`config.mk`:
```
export PLATFORM = sky130hd
export DESIGN_NAME = trig_irq_top
export DESIGN_NICKNAME = d
export VERILOG_FILES = /design/src/rtl/trig_irq_pkg.sv /design/src/rtl/trig_sync.sv /design/src/rtl/trig_edge.sv /design/src/rtl/trig_irq_ctrl.sv /design/src/rtl/trig_irq_top.sv
export SDC_FILE = /design/constraint.sdc
export NUM_CORES = 1
export LEC_CHECK = 0
export ABC_AREA = 1
export BUFFER_PORTS_ARGS = -buffer_cell sky130_fd_sc_hd__buf_2
export CAP_MARGIN = 5
export CORE_MARGIN = 5
export CORE_UTILIZATION = 33
export DETAILED_ROUTE_END_ITERATION = 12
export PLACE_DENSITY = 0.67
export SYNTH_ARGS = -nofsm -noshare
export SYNTH_HDL_FRONTEND = slang
export SYNTH_HIERARCHICAL = 1
export SYNTH_SLANG_ARGS = --single-unit
```
`constraint.sdc`:
```
create_clock -name clk -period 1.5 [get_ports clk]
set_clock_uncertainty 0.2 [all_clocks]
set_input_delay 0 -clock clk [delete_from_list [all_inputs] [get_ports clk]]
set_output_delay 0 -clock clk [all_outputs]
set_load 0.02 [all_outputs]
```
`src/rtl/trig_irq_pkg.sv`:
```
package trig_irq_pkg;
  localparam int IE_BIT  = 3;
  localparam int SRC_BIT = 5;
  localparam int UPD_BIT = 6;
  localparam int VEC_LSB = 8;

  typedef enum logic {
    SRC_TIMER    = 1'b0,
    SRC_EXTERNAL = 1'b1
  } trig_src_e;

  typedef struct packed {
    logic      irq_en;
    trig_src_e src;
    logic      upd_mode;
  } ctl_bits_t;

  function automatic ctl_bits_t decode_ctl(input logic [15:0] w);
    ctl_bits_t c;
    c.irq_en   = w[IE_BIT];
    c.src      = trig_src_e'(w[SRC_BIT]);
    c.upd_mode = w[UPD_BIT];
    return c;
  endfunction
endpackage

```
`src/rtl/trig_sync.sv`:
```
module trig_sync #(
  parameter int   STAGES  = 2,
  parameter logic IDLE_VAL = 1'b1
) (
  input  logic clk,
  input  logic rst_n,
  input  logic d_async,
  output logic d_sync
);
  logic [STAGES-1:0] chain_q;

  generate
    for (genvar i = 0; i < STAGES; i++) begin : g_stage
      always_ff @(posedge clk) begin
        if (!rst_n) chain_q[i] <= IDLE_VAL;
        else if (i == 0) chain_q[i] <= d_async;
        else chain_q[i] <= chain_q[(i == 0) ? 0 : i-1];
      end
    end
  endgenerate

  assign d_sync = chain_q[STAGES-1];
endmodule

```
`src/rtl/trig_edge.sv`:
```
module trig_edge #(
  parameter bit FALLING = 1'b0
) (
  input  logic clk,
  input  logic rst_n,
  input  logic lvl,
  output logic evt
);
  localparam logic IDLE = FALLING ? 1'b1 : 1'b0;
  logic prev_q;

  always_ff @(posedge clk) begin
    if (!rst_n) prev_q <= IDLE;
    else        prev_q <= lvl;
  end

  generate
    if (FALLING) begin : g_fall
      assign evt = prev_q & ~lvl;
    end else begin : g_rise
      assign evt = ~prev_q & lvl;
    end
  endgenerate

  // an edge event never repeats on consecutive cycles
  p_single_evt_r2: assert property (@(posedge clk) disable iff (!rst_n)
    evt |=> !evt);
endmodule

```
`src/rtl/trig_irq_ctrl.sv`:
```
module trig_irq_ctrl #(
  parameter int LEVELS = 7,
  parameter int LVL_W  = 3,
  parameter int VEC_W  = 8
) (
  input  logic             clk,
  input  logic             rst_n,
  input  logic             trig_in,
  input  logic             irq_en,
  input  logic [LVL_W-1:0] level,
  input  logic [VEC_W-1:0] vector,
  output logic [LEVELS-1:0] irq_lines,
  input  logic             iack_valid,
  output logic             iack_ready,
  input  logic [LVL_W-1:0] iack_level,
  output logic             rsp_valid,
  input  logic             rsp_ready,
  output logic [VEC_W-1:0] rsp_vector
);
  logic             pending_q;
  logic             rsp_valid_q;
  logic [VEC_W-1:0] rsp_vec_q;
  logic             accept, hit, done;

  assign iack_ready = ~rsp_valid_q;
  assign accept     = iack_valid & iack_ready;
  assign hit        = accept & pending_q & (iack_level == level);
  assign done       = rsp_valid_q & rsp_ready;

  always_ff @(posedge clk) begin
    if (!rst_n) begin
      pending_q   <= 1'b0;
      rsp_valid_q <= 1'b0;
      rsp_vec_q   <= '0;
    end else begin
      if (!irq_en || done)                pending_q <= 1'b0;
      else if (trig_in && level != '0)    pending_q <= 1'b1;
      if (done) rsp_valid_q <= 1'b0;
      else if (hit) begin
        rsp_valid_q <= 1'b1;
        rsp_vec_q   <= vector;
      end
    end
  end

  generate
    for (genvar i = 0; i < LEVELS; i++) begin : g_line
      assign irq_lines[i] = pending_q & (level == LVL_W'(i + 1));
    end
  endgenerate

  assign rsp_valid  = rsp_valid_q;
  assign rsp_vector = rsp_vec_q;

  p_onehot_lines_r5: assert property (@(posedge clk) disable iff (!rst_n)
    $onehot0(irq_lines));
  p_no_ie_r6: assert property (@(posedge clk) disable iff (!rst_n)
    !irq_en |=> (irq_lines == '0));
  p_rsp_hold_r7: assert property (@(posedge clk) disable iff (!rst_n)
    (rsp_valid && !rsp_ready) |=> (rsp_valid && $stable(rsp_vector)));
  p_release_r7: assert property (@(posedge clk) disable iff (!rst_n)
    (rsp_valid && rsp_ready) |=> (irq_lines == '0 && !rsp_valid));
  p_mismatch_r8: assert property (@(posedge clk) disable iff (!rst_n)
    (accept && iack_level != level) |=> !rsp_valid);
endmodule

```
`src/rtl/trig_irq_top.sv`:
```
module trig_irq_top
  import trig_irq_pkg::*;
#(
  parameter int SYNC_STAGES = 2,
  parameter int LEVELS      = 7,
  parameter int CMD_W       = 16,
  parameter int VEC_W       = 8,
  parameter int LVL_W       = $clog2(LEVELS + 1)
) (
  input  logic              clk,
  input  logic              rst_n,
  input  logic [CMD_W-1:0]  cmd_word,
  input  logic [LVL_W-1:0]  irq_level,
  input  logic              tmr_tick,
  input  logic              ext_trig_n,
  output logic              trig_strobe,
  output logic              irq_en_status,
  output logic [CMD_W-1:0]  vec_readback,
  output logic [LEVELS-1:0] irq_lines,
  input  logic              iack_valid,
  output logic              iack_ready,
  input  logic [LVL_W-1:0]  iack_level,
  output logic              rsp_valid,
  input  logic              rsp_ready,
  output logic [VEC_W-1:0]  rsp_vector
);
  ctl_bits_t        ctl;
  logic [VEC_W-1:0] vec;
  logic             ext_sync, ext_evt, tmr_evt, strobe_q;
  logic             unused_cmd_bits;

  assign ctl             = decode_ctl(16'(cmd_word));
  assign vec             = cmd_word[VEC_LSB +: VEC_W];
  assign unused_cmd_bits = ^cmd_word;

  trig_sync #(.STAGES(SYNC_STAGES), .IDLE_VAL(1'b1)) i_ext_sync (
    .clk(clk), .rst_n(rst_n), .d_async(ext_trig_n), .d_sync(ext_sync));

  trig_edge #(.FALLING(1'b1)) i_ext_edge (
    .clk(clk), .rst_n(rst_n), .lvl(ext_sync), .evt(ext_evt));

  trig_edge #(.FALLING(1'b0)) i_tmr_edge (
    .clk(clk), .rst_n(rst_n), .lvl(tmr_tick), .evt(tmr_evt));

  always_ff @(posedge clk) begin
    if (!rst_n) strobe_q <= 1'b0;
    else        strobe_q <= ctl.upd_mode &
                            ((ctl.src == SRC_EXTERNAL) ? ext_evt : tmr_evt);
  end

  assign trig_strobe   = strobe_q;
  assign irq_en_status = ctl.irq_en;
  assign vec_readback  = {{(CMD_W-VEC_W){1'b0}}, vec};

  trig_irq_ctrl #(.LEVELS(LEVELS), .LVL_W(LVL_W), .VEC_W(VEC_W)) i_ctrl (
    .clk(clk), .rst_n(rst_n), .trig_in(strobe_q), .irq_en(ctl.irq_en),
    .level(irq_level), .vector(vec), .irq_lines(irq_lines),
    .iack_valid(iack_valid), .iack_ready(iack_ready), .iack_level(iack_level),
    .rsp_valid(rsp_valid), .rsp_ready(rsp_ready), .rsp_vector(rsp_vector));

  // with update mode off, no strobe follows
  p_gate_r4: assert property (@(posedge clk) disable iff (!rst_n)
    !cmd_word[UPD_BIT] |=> !trig_strobe);
  // a waiting response blocks acknowledges
  p_backpressure_r11: assert property (@(posedge clk) disable iff (!rst_n)
    (rsp_valid && !rsp_ready) |=> !iack_ready);
endmodule

```
# ---- After elaboration in Yosys (flattened, before gate mapping)
# Index checks and enable logic that the tools add are counted.
dict set report totals {
  regBits 15
  output_inout_bits 35
  wordCells 43
  input_bits 28
}
dict set report classes {
  bitwise 19
  n_eq_ne 8
  n_mux 1
  reduce_logical 7
}
# operator count
set ops {}
lappend ops {{1-bit AND} 14}
lappend ops {{3-bit equality test, second input constant} 4}
lappend ops {{3-bit by 2-bit equality test with 1-bit output, second input constant} 2}
lappend ops {{1-bit NOT} 5}
lappend ops {{2-bit OR reduction} 2}
lappend ops {{3-bit by 1-bit equality test with 1-bit output, second input constant} 1}
lappend ops {{3-bit equality test} 1}
lappend ops {{3-bit nonzero test} 1}
lappend ops {{2-bit AND reduction} 1}
lappend ops {{1-bit logical AND} 1}
lappend ops {{1-bit logical NOT} 1}
lappend ops {{1-bit logical OR} 1}
lappend ops {{1-bit 2-to-1 mux} 1}

# ---- Longest topological paths before layout
# Gate-level depths: netlist of the first run.
dict set report depth {
  depth_word 5
  mapped_depth 8
}

# ---- By module
# Netlist of the first run, hierarchy kept.
# module area_per_inst_um2 instances cells_per_inst
set modules_own_cells {}
lappend modules_own_cells {trig_irq_ctrl 575.6 1 91}
lappend modules_own_cells {trig_irq_top 180.2 1 26}
lappend modules_own_cells {trig_sync 55.1 1 6}
lappend modules_own_cells {{trig_edge (i_tmr_edge)} 37.5 1 5}
lappend modules_own_cells {{trig_edge (i_ext_edge)} 35.0 1 5}

# ---- Worst setup path before layout of the first run
# OpenSTA, ideal clock, no wires.
dict set report synth_timing {
  path_type {register to register}
  from {reg i_ctrl.rsp_valid_q (netlist: i_ctrl/rsp_valid)}
  to {reg i_ctrl.rsp_vec_q[5] (netlist: i_ctrl/rsp_vector[5])}
  slack_ps 44
  path_stages_with_launch 8
  period_less_slack_ps 1456
  arrival_time_ps 1141
  path_cell_list {dfxtp_1 inv_2 nand3_1 nor2_4 buf_6 nand3_1 nand2_1 nor2_1}
}
dict set report synth_via {
  elab_chain_len 5
  elab_cells_between_ends 7
}
# element line_no
set synth_lines {}
lappend synth_lines {{start, declared} trig_irq_ctrl.sv:21} ;# logic rsp_valid_q;
lappend synth_lines {{start signal, assigned} trig_irq_ctrl.sv:33} ;# rsp_valid_q <= 1'b0;
lappend synth_lines {{start signal, assigned} trig_irq_ctrl.sv:38} ;# if (done) rsp_valid_q <= 1'b0;
lappend synth_lines {{start signal, assigned} trig_irq_ctrl.sv:40} ;# rsp_valid_q <= 1'b1;
lappend synth_lines {{1-bit NOT} trig_irq_ctrl.sv:25} ;# assign iack_ready = ~rsp_valid_q;
lappend synth_lines {{named net iack_ready} trig_irq_top.sv:21} ;# output logic iack_ready,
lappend synth_lines {{1-bit AND} trig_irq_ctrl.sv:26} ;# assign accept = iack_valid & iack_ready;
lappend synth_lines {{1-bit AND (2 in series)} trig_irq_ctrl.sv:27} ;# assign hit = accept & pending_q & (iack_level == level);
lappend synth_lines {{2-bit AND reduction (no source line)} n/a}
lappend synth_lines {{end signal, assigned} trig_irq_ctrl.sv:41} ;# rsp_vec_q <= vector;
lappend synth_lines {{end, declared} trig_irq_ctrl.sv:22} ;# logic [VEC_W-1:0] rsp_vec_q;
# The timed path passes the listed nets, and every way through them passes these cells.
# A chain may end at the register's enable or synchronous reset.

==> run_results.csv, run 1 <==
group,metric,value,unit
status,outcome,"finished clean",
cells_and_area,stdcell_count,225,
timing,tns,0,ns
timing,slew_viol_final,0,
power_and_ir_drop,internal_power,590.6,uW
critical_path,endpoint_kind,"register",
critical_path,rrSetupSlack,0.08,ns
place,dp_cells,200,
cells_and_area,layout.nets,224,
critical_path,cp_slowest_cell,"dlygate4sd3_1",
timing,rsz0062_at_grt,"false",
clocking,cts.sinks,15,
routing,firstDrtPassIters,4,
critical_path,cp.required,1.53,ns
cells_and_area,diodes,0,
yosys,ys_ff_latch,15,
die,die_area,3811,um^2
grt,grt_pass1_wl,3153,um
routing,vias_per_cell,4.062,
clocking,htree_num_levels,1,
power_and_ir_drop,vdd_drop_max,449.4,uV
power_and_ir_drop,clkPwrFrac,27.1,%
grt,grt_max_degree,18,
critical_path,path_cells,"a21oi_1 > nor3b_2 > dlygate4sd3_1",
clocking,cts_tree,"yes",
routing,wirelength,2092,um
die,die_h,61.74,um
die,num_rows,18,
clocking,cts_buffer_depth,2,
timing,hold_viol_final,0,
die,num_io_pins,63,
cells_and_area,area_delta_synth_final,47.31,%
timing,fin_crit_sh,94.67,%
routing,drc,0,
place,gp_congestion,0.7376,
grt,grt-ovfl-total,0,
cells_and_area,drive_above_1_share,33.85,%
critical_path,critPathMaxFanout,4,
yosys,synthTopCellsByArea,"dfxtp_1 (34%), buf_4 (14%), nand2_1 (12%)",
min_path,hold_class,"in -> reg",
die,die_w,61.74,um
clocking,worst_skew_pair.late_latency,0.28,ns
die,initial_core_util,35.02,%
power_and_ir_drop,cellLeakagePower,0.7355,nW
grt,grt_pass1_vias,762,
yosys,avgSynthCellArea,6.642,um^2
routing,drt_iter0_markers,35,
clocking,root_buffer,"clkbuf_4",
place,numPortBuffers,49,
yosys,synthesis.yosys.warnings,6,
grt,grt_usage,10.89,%
routing,vias,914,
cells_and_area,seq_area,300.3,um^2
critical_path,crit_family,"buffers and inverters",
cells_and_area,multi_input_area,374.1,um^2
power_and_ir_drop,p_seq_share,49.0,%
power_and_ir_drop,p_sw_share,29.05,%
critical_path,worstSetupStartpointType,"register",
yosys,syn_inst,133,
power_and_ir_drop,switching_power,241.8,uW
critical_path,cp_data_arrival_time,1.45,ns
clocking,post_cts_buffers,0,
grt,grt_antenna_before_repair,0,
die,coreArea,2522,um^2
timing,timing.fmax,0.7042,GHz
yosys,yosys.area.top_type_share,33.99,%
clocking,cts_made_buffers,3,
yosys,seq_area_frac_synth,33.99,%
critical_path,crit_buf_inv,1,
place,place_hpwl,1477,um
power_and_ir_drop,powerDensity,639.7,nW/um^2
cells_and_area,nFillCells,264,
yosys,synth.distinct_cells,17,
critical_path,crit_type,"reg -> reg",
routing,wl_per_cell,9.298,um
timing,setup_viol,0,
power_and_ir_drop,combPwrFrac,23.9,%
timing,fin_crit,1.420,ns
job,max_cap_violations,0,
yosys,yosys.area.top_type,"dfxtp_1",
clocking,clkTransAtPathRegs,0.09,ns
critical_path,max_stage_delay,0.55,ns
routing,final_antenna_net_count,0,
yosys,netlist_area,883.3,um^2
state kept, by name (all words and copies together), names as in the netlist:
register / count
i_ext_edge/prev_q: 1
i_ext_sync/d_sync: 1
i_tmr_edge/prev_q: 1
i_ctrl/pending_q: 1
i_ctrl/rsp_vector: 8
i_ctrl/rsp_valid: 1
i_ext_sync/chain_q: 1
trig_strobe: 1
per-layer routing:
layer | GRT usage [%] | vias to the layer above | routed length, um
li1 | - | 497 | -
met1 | 13.68 | 381 | 905
met2 | 17.94 | 34 | 949
met3 | 1.860 | 2 | 209
met4 | 5.455 | 0 | 28
met5 | 0 | - | 0
cell type report:
cell class / count / share of cell area [%]
flip-flops and latches: 15 / 23.08
clock buffers: 3 / 1.731
inverters: 23 / 6.635
repair buffers: 71 / 36.54
multi-input cells: 82 / 28.75
well taps: 30 / 2.885
clock inverters: 1 / 0.3846
kinds of logic (layout without fill, tap and decap cells):
| family | count (synthesis) | in the layout | synth area share [%] |
|---|---|---|---|
| other | 1 | 8 | 0.4245 |
| flip-flops | 15 | 15 | 33.99 |
| AND/OR/NAND/NOR | 64 | 64 | 32.29 |
| buffers and inverters | 43 | 98 | 27.19 |
| AO/OA/AOI/OAI | 10 | 10 | 6.090 |
worst reg2reg max path: cells and delay by family, from the launching register on:
| kind | cells | cell delay [ns] |
|---|---|---|
| and+or+nand+nor | 1 | 0.16 |
| buffers and inverters | 1 | 0.55 |
| DFF | 1 | 0.38 |
| AOI/OAI and AO/OA | 1 | 0.07 |
metrics by stage:
stage	instance area [um^2]	power, mW	utilization, %	worst slack (ns)	hold WS [ns]
3_5_place_dp	1059	0.5730	41.96	0.2086	-0.02531
5_1_grt	1301	0.8823	51.59	0.002799	0.05534
6_report	1301	0.8324	51.59	0.07997	0.03339
4_1_cts	1286	0.8382	50.99	0.05157	0.03381
2_1_floorplan	909.6	0.5507	-	0.04432	-0.1313
3_3_place_gp	1059	0.5719	41.96	0.2094	-0.02753
worst paths after layout:
| kind | to | cells past startpoint | from |
|---|---|---|---|
| worst max-delay path | i_ctrl/pending_q | 3 | i_ctrl/pending_q |
| worst max register to register | i_ctrl/pending_q | 3 | i_ctrl/pending_q |
| worst min register to register | i_ext_sync/d_sync | 2 | i_ext_sync/chain_q[0] |
| worst min-delay path | i_ctrl/rsp_valid | 6 | irq_level[0] |
power groups by stage:
stage	Combinational, mW	Sequential, mW	Clock [mW]
after floorplan	0.131	0.419	0
after global placement	0.155	0.417	0
after detailed placement	0.156	0.417	0
after CTS	0.195	0.408	0.235
after global routing	0.220	0.409	0.254
final	0.199	0.408	0.225
Yosys cell counts:
| cell type | instances |
|---|---|
| nand2_1 | 29 |
| inv_1 | 20 |
| buf_4 | 17 |
| nor2_1 | 16 |
| dfxtp_1 | 15 |
| nand3_1 | 10 |
| a21oi_1 | 9 |
| inv_2 | 3 |
| nand2_2 | 3 |
| buf_6 | 2 |
| nor2_2 | 2 |
| nor2_4 | 2 |
| a21oi_2 | 1 |
| clkbuf_1 | 1 |
| conb_1 | 1 |
| nor3_1 | 1 |
| nor3b_1 | 1 |
cell usage in the layout, fill, tap and decap left out, types with 2 or more instances in the layout:
master	netlist	routed
nand2_1	29	29
clkbuf_4	0	3
nor2_1	16	16
a21oi_1	9	9
conb_1	1	8
nor2_4	2	2
buf_2	0	49
inv_1	20	20
nand3_1	10	10
inv_2	3	3
dlygate4sd3_1	0	21
nor2_2	2	2
nand2_2	3	3
dfxtp_1	15	15
repair_timing:
item,in CTS,in global routing
hold buffers,20,2
endpoints found under the hold margin,15,1
endpoints found under the setup margin,0,2
gates resized for setup,0,1
(Power assumes the default switching activity.)
==> inputs of run 2 (changes only) <==
--- a/config.mk
+++ b/config.mk
@@ -8,10 +8,12 @@
 export ABC_AREA = 1
 export BUFFER_PORTS_ARGS = -buffer_cell sky130_fd_sc_hd__buf_2
 export CAP_MARGIN = 5
+export CORE_ASPECT_RATIO = 1.2
 export CORE_MARGIN = 5
 export CORE_UTILIZATION = 33
 export DETAILED_ROUTE_END_ITERATION = 12
 export PLACE_DENSITY = 0.67
+export RECOVER_POWER = 50
 export SYNTH_ARGS = -nofsm -noshare
 export SYNTH_HDL_FRONTEND = slang
 export SYNTH_HIERARCHICAL = 1
==> run_results.csv, run 2 (synthesis gave the netlist of run 1 again) <==
group,metric,value,unit
cells_and_area,nFillCells,287,
timing,tns,0,ns
critical_path,max_stage_delay,0.53,ns
critical_path,critPathMaxFanout,2,
routing,vias_per_cell,4.062,
routing,final_antenna_net_count,0,
place,gp_congestion,0.8513,
cells_and_area,diodes,0,
die,die_h,66.68,um
clocking,htree_num_levels,1,
routing,wl_per_cell,9.511,um
min_path,hold_class,"in -> reg",
job,max_cap_violations,0,
die,num_rows,20,
power_and_ir_drop,cellLeakagePower,0.6616,nW
timing,fin_crit_sh,96.25,%
critical_path,worstSetupStartpointType,"input pin",
die,initial_core_util,34.61,%
routing,wirelength,2159,um
clocking,cts_buffer_depth,2,
grt,grt_max_degree,18,
critical_path,worstRegToRegCells,7,
timing,slew_viol_final,0,
grt,grt_antenna_before_repair,0,
cells_and_area,mostFrequentLayoutCells,"nand2_1 (29), buf_2 (29), clkbuf_1 (21)",
power_and_ir_drop,vdd_drop_max,642.7,uV
routing,drt_iter0_markers,13,
grt,grt_pass1_vias,819,
timing,setup_viol,0,
critical_path,startpoint,"tmr_tick",
clocking,cts.sinks,15,
place,placed_cell_area,1062,um^2
clocking,cts_tree,"yes",
die,die_area,3816,um^2
cells_and_area,area_delta_synth_final,44.62,%
min_path,hold-path-cell-count,5,
grt,grt_usage,11.33,%
clocking,clkTransAtPathRegs,0.08,ns
grt,grt-ovfl-total,0,
die,coreArea,2552,um^2
die,num_io_pins,63,
grt,grt_pass1_wl,3498,um
cells_and_area,layout.nets,223,
min_path,hold_path_end,"i_ctrl/pending_q",
timing,fin_crit,1.444,ns
clocking,root_buffer,"clkbuf_4",
timing,hold_viol_final,0,
status,outcome,"finished clean",
power_and_ir_drop,powerDensity,649.4,nW/um^2
timing,timing.fmax,0.6927,GHz
critical_path,endpoint_kind,"register",
cells_and_area,final_area,1277,um^2
critical_path,rr_startpoint,"i_ext_edge/prev_q",
critical_path,rrSetupSlack,0.08,ns
cells_and_area,multi_input_area,371.6,um^2
cells_and_area,seq_area,301.5,um^2
critical_path,rr_endpoint,"trig_strobe",
routing,firstDrtPassIters,2,
cells_and_area,largest_register_ff_count,8,
critical_path,crit_family,"buffers and inverters",
place,numPortBuffers,49,
timing,worst_hold_slack,0.01246,ns
clocking,worst_skew_pair.late_latency,0.27,ns
die,die_w,57.23,um
routing,vias,922,
critical_path,crit_type,"in -> reg",
cells_and_area,drive_above_1_share,24.23,%
min_path,hold_start,"irq_level[1]",
routing,drc,0,
critical_path,path_common_cell,"nor2_2",
place,place_hpwl,1468,um
critical_path,path_cells,"dlygate4sd3_1 > buf_2 > inv_1 > nor2_2 > nor2_2 > nor2_2 > dlygate4sd3_1",
critical_path,cp.required,1.47,ns
critical_path,cp_slowest_cell,"dlygate4sd3_1",
critical_path,cp_data_arrival_time,1.41,ns
critical_path,crit_buf_inv,4,
clocking,cts_made_buffers,3,
[run 2: cell count changes in the layout (fill, tap and decap cells not counted), sizes merged]
cell	change
dlygate4sd3	-2
clkinv	-1
buf	-19
clkbuf	+21
[run 2: cell type report]
class	count	share of cell area, %
Tap cell	33	3.232
Sequential cell	15	23.60
Inverter	23	6.758
Timing Repair Buffer	70	35.26
Multi-Input combinational cell	82	29.09
Clock buffer	4	2.057
[run 2: routing by layer]
layer	wire (um)	track usage (%)
met3	211	3.295
met1	864	12.72
met5	0	0
met4	0	1.739
met2	1083	21.29
[run 2: how the worst max path moves through the flow]
stage                                end  depth (start not counted)
finish                       trig_strobe                          7
global route                 trig_strobe                          7
CTS                          trig_strobe                          7
detailed placement  i_ctrl/rsp_vector[1]                          7
global placement    i_ctrl/rsp_vector[0]                          7
floorplan           i_ctrl/rsp_vector[5]                          7
[run 2: stage by stage]
stage | util, % | setup WS [ns] | cells | total power [mW]
floorplan | - | 0.04432 | 140 | 0.5507
global placement | 41.62 | 0.2002 | 203 | 0.5718
detailed placement | 41.62 | 0.1879 | 203 | 0.5725
CTS | 50.10 | 0.03340 | 226 | 0.8338
global route | 50.05 | -0.01258 | 227 | 0.8848
finish | 50.05 | 0.05627 | 227 | 0.8297
[run 2: where the power goes]
| part | leakage (nW) | internal [mW] | switching [mW] |
|---|---|---|---|
| combinational | 0.525 | 0.0887 | 0.114 |
| clock | 0.0150 | 0.103 | 0.116 |
| sequential | 0.121 | 0.405 | 0.00306 |
[run 2: tightest hold or removal path, stage by stage]
cell     delay [ns]
buf_2          0.13
inv_2          0.07
nand3_1        0.07
a21oi_1        0.12
nor3b_1        0.05
[run 2: what timing repair did]
action / in CTS / in global routing
setup endpoints to repair: 0 / 2
resized for setup: 0 / 2
hold buffers: 19 / 0
buffers inserted: 0 / 1
hold endpoints to repair: 15 / 0
==> inputs of run 3 (changes only) <==
--- a/config.mk
+++ b/config.mk
@@ -8,7 +8,7 @@
 export ABC_AREA = 1
 export BUFFER_PORTS_ARGS = -buffer_cell sky130_fd_sc_hd__buf_2
 export CAP_MARGIN = 5
-export CORE_ASPECT_RATIO = 1.2
+export CORE_ASPECT_RATIO = 1.5
 export CORE_MARGIN = 5
 export CORE_UTILIZATION = 33
 export DETAILED_ROUTE_END_ITERATION = 12
==> run_results.csv, run 3 (synthesis gave the netlist of run 1 again) <==
group,metric,value,unit
place,dp_cells,207,
clocking,root_buffer,"clkbuf_8",
min_path,hold_path_end,"i_ctrl/rsp_valid",
die,num_rows,23,
die,die_w,52.25,um
routing,firstDrtPassIters,4,
grt,grt_pass1_vias,877,
die,die_area,3833,um^2
critical_path,worstSetupStartpointType,"register",
timing,hold_viol_final,0,
timing,tns,0,ns
power_and_ir_drop,cellLeakagePower,0.6614,nW
clocking,htree_num_levels,1,
critical_path,rrSetupSlack,0.08,ns
die,die_h,73.37,um
cells_and_area,mostFrequentLayoutCells,"nand2_1 (29), buf_2 (29), clkbuf_1 (21)",
timing,rsz0062_at_grt,"false",
routing,drt_iter0_markers,17,
timing,slew_viol_final,0,
die,num_io_pins,63,
critical_path,critPathMaxFanout,3,
clocking,cts_made_buffers,3,
status,outcome,"finished clean",
routing,drc,0,
min_path,hold-path-cell-count,6,
grt,grt_max_degree,18,
routing,vias,934,
grt,grt_usage,11.81,%
clocking,clkTransAtPathRegs,0.06,ns
place,numPortBuffers,49,
routing,vias_per_cell,4.061,
job,max_cap_violations,0,
die,initial_core_util,33.73,%
cells_and_area,diodes,0,
cells_and_area,stdcell_count,230,
timing,timing.fmax,0.7021,GHz
power_and_ir_drop,vdd_drop_max,526.6,uV
power_and_ir_drop,powerDensity,710.9,nW/um^2
clocking,cts_buffer_depth,2,
critical_path,endpoint_kind,"register",
critical_path,worstRegToRegCells,4,
critical_path,rr_startpoint,"i_ctrl/rsp_valid",
grt,grt-ovfl-total,0,
clocking,cts_tree,"yes",
critical_path,crit_type,"reg -> reg",
place,place_hpwl,1578,um
timing,fin_crit_sh,94.95,%
timing,fin_crit,1.424,ns
critical_path,cp.required,1.48,ns
critical_path,cp_data_arrival_time,1.41,ns
routing,wirelength,2166,um
clocking,cts.sinks,15,
place,gp_congestion,0.6499,
cells_and_area,layout.nets,222,
routing,final_antenna_net_count,0,
clocking,worst_skew_pair.late_latency,0.24,ns
cells_and_area,area_delta_synth_final,45.18,%
min_path,hold_start,"iack_level[1]",
routing,wl_per_cell,9.417,um
min_path,hold_class,"in -> reg",
cells_and_area,drive_above_1_share,23.32,%
cells_and_area,largest_register_ff_count,8,
grt,grt_antenna_before_repair,0,
die,coreArea,2619,um^2
timing,setup_viol,0,
critical_path,rr_endpoint,"i_ctrl/pending_q",
cells_and_area,nFillCells,281,
grt,grt_pass1_wl,3546,um
-- run 3: area by class of cell --
class,instances,area [um^2],share of cell area (%)
repair buffers,69,430.4,33.56
multi-input cells,82,374.1,29.17
flip-flops and latches,15,300.3,23.41
inverters,23,86.33,6.732
well taps,37,46.29,3.610
clock buffers,4,45.04,3.512
-- run 3: worst max-delay path, cell delays in order (launching register included) --
cell and delay [ns]:
dfxtp_1 0.32, nand2_1 0.06, nand2_1 0.07, nor3b_2 0.16, dlygate4sd3_1 0.55
-- run 3: timing repair --
| item | CTS | global route |
|---|---|---|
| hold buffers | 19 | 0 |
| gates resized for setup | 0 | 1 |
| setup buffers | 0 | 0 |
| endpoints found under the setup margin | 0 | 1 |
| hold endpoints to repair | 15 | 0 |
-- run 3: layer usage --
layer | up-vias | track usage [%] | wire (um) | share of wire, %
met5 | - | 0 | 0 | 0
li1 | 494 | - | - | -
met3 | 2 | 2.434 | 211 | 9.7
met4 | 0 | 4.261 | 9 | 0.42
met2 | 39 | 21.68 | 1086 | 50
met1 | 399 | 13.06 | 859 | 40
-- run 3: worst max path at each step --
stage | start | endpoint | slack [ns] | cells after the start
2_1_floorplan | i_ctrl/rsp_valid | i_ctrl/rsp_vector[5] | 0.04 | 7
3_5_place_dp | i_ctrl/rsp_valid | i_ctrl/rsp_vector[6] | 0.19 | 7
4_1_cts | i_ctrl/rsp_valid | i_ctrl/pending_q | 0.05 | 4
5_1_grt | i_ctrl/rsp_valid | i_ctrl/pending_q | 0.001 | 4
3_3_place_gp | i_ctrl/rsp_valid | i_ctrl/rsp_vector[4] | 0.21 | 7
6_report | i_ctrl/rsp_valid | i_ctrl/pending_q | 0.08 | 4
-- run 3: report_power, final --
part           leakage (nW)  internal [mW]  switching (mW)  total, mW
Combinational         0.517         0.0792           0.112      0.191
Clock                0.0228          0.187           0.125      0.312
Sequential            0.122          0.406         0.00301      0.409
Total                 0.661          0.672           0.239      0.912
-- run 3: stage by stage --
| step | util, % | worst slack, ns | hold WS (ns) | area (um^2) | total power, mW |
|---|---|---|---|---|---|
| 3_5_place_dp | 40.75 | 0.1890 | -0.02202 | 1067 | 0.5743 |
| 5_1_grt | 48.97 | 0.001215 | 0.05659 | 1282 | 0.9807 |
| 6_report | 48.97 | 0.07571 | 0.02685 | 1282 | 0.9117 |
| 4_1_cts | 49.74 | 0.04874 | 0.02119 | 1303 | 0.9309 |
| 3_3_place_gp | 40.75 | 0.2113 | -0.03000 | 1067 | 0.5731 |
| 2_1_floorplan | - | 0.04432 | -0.1313 | 909.6 | 0.5507 |
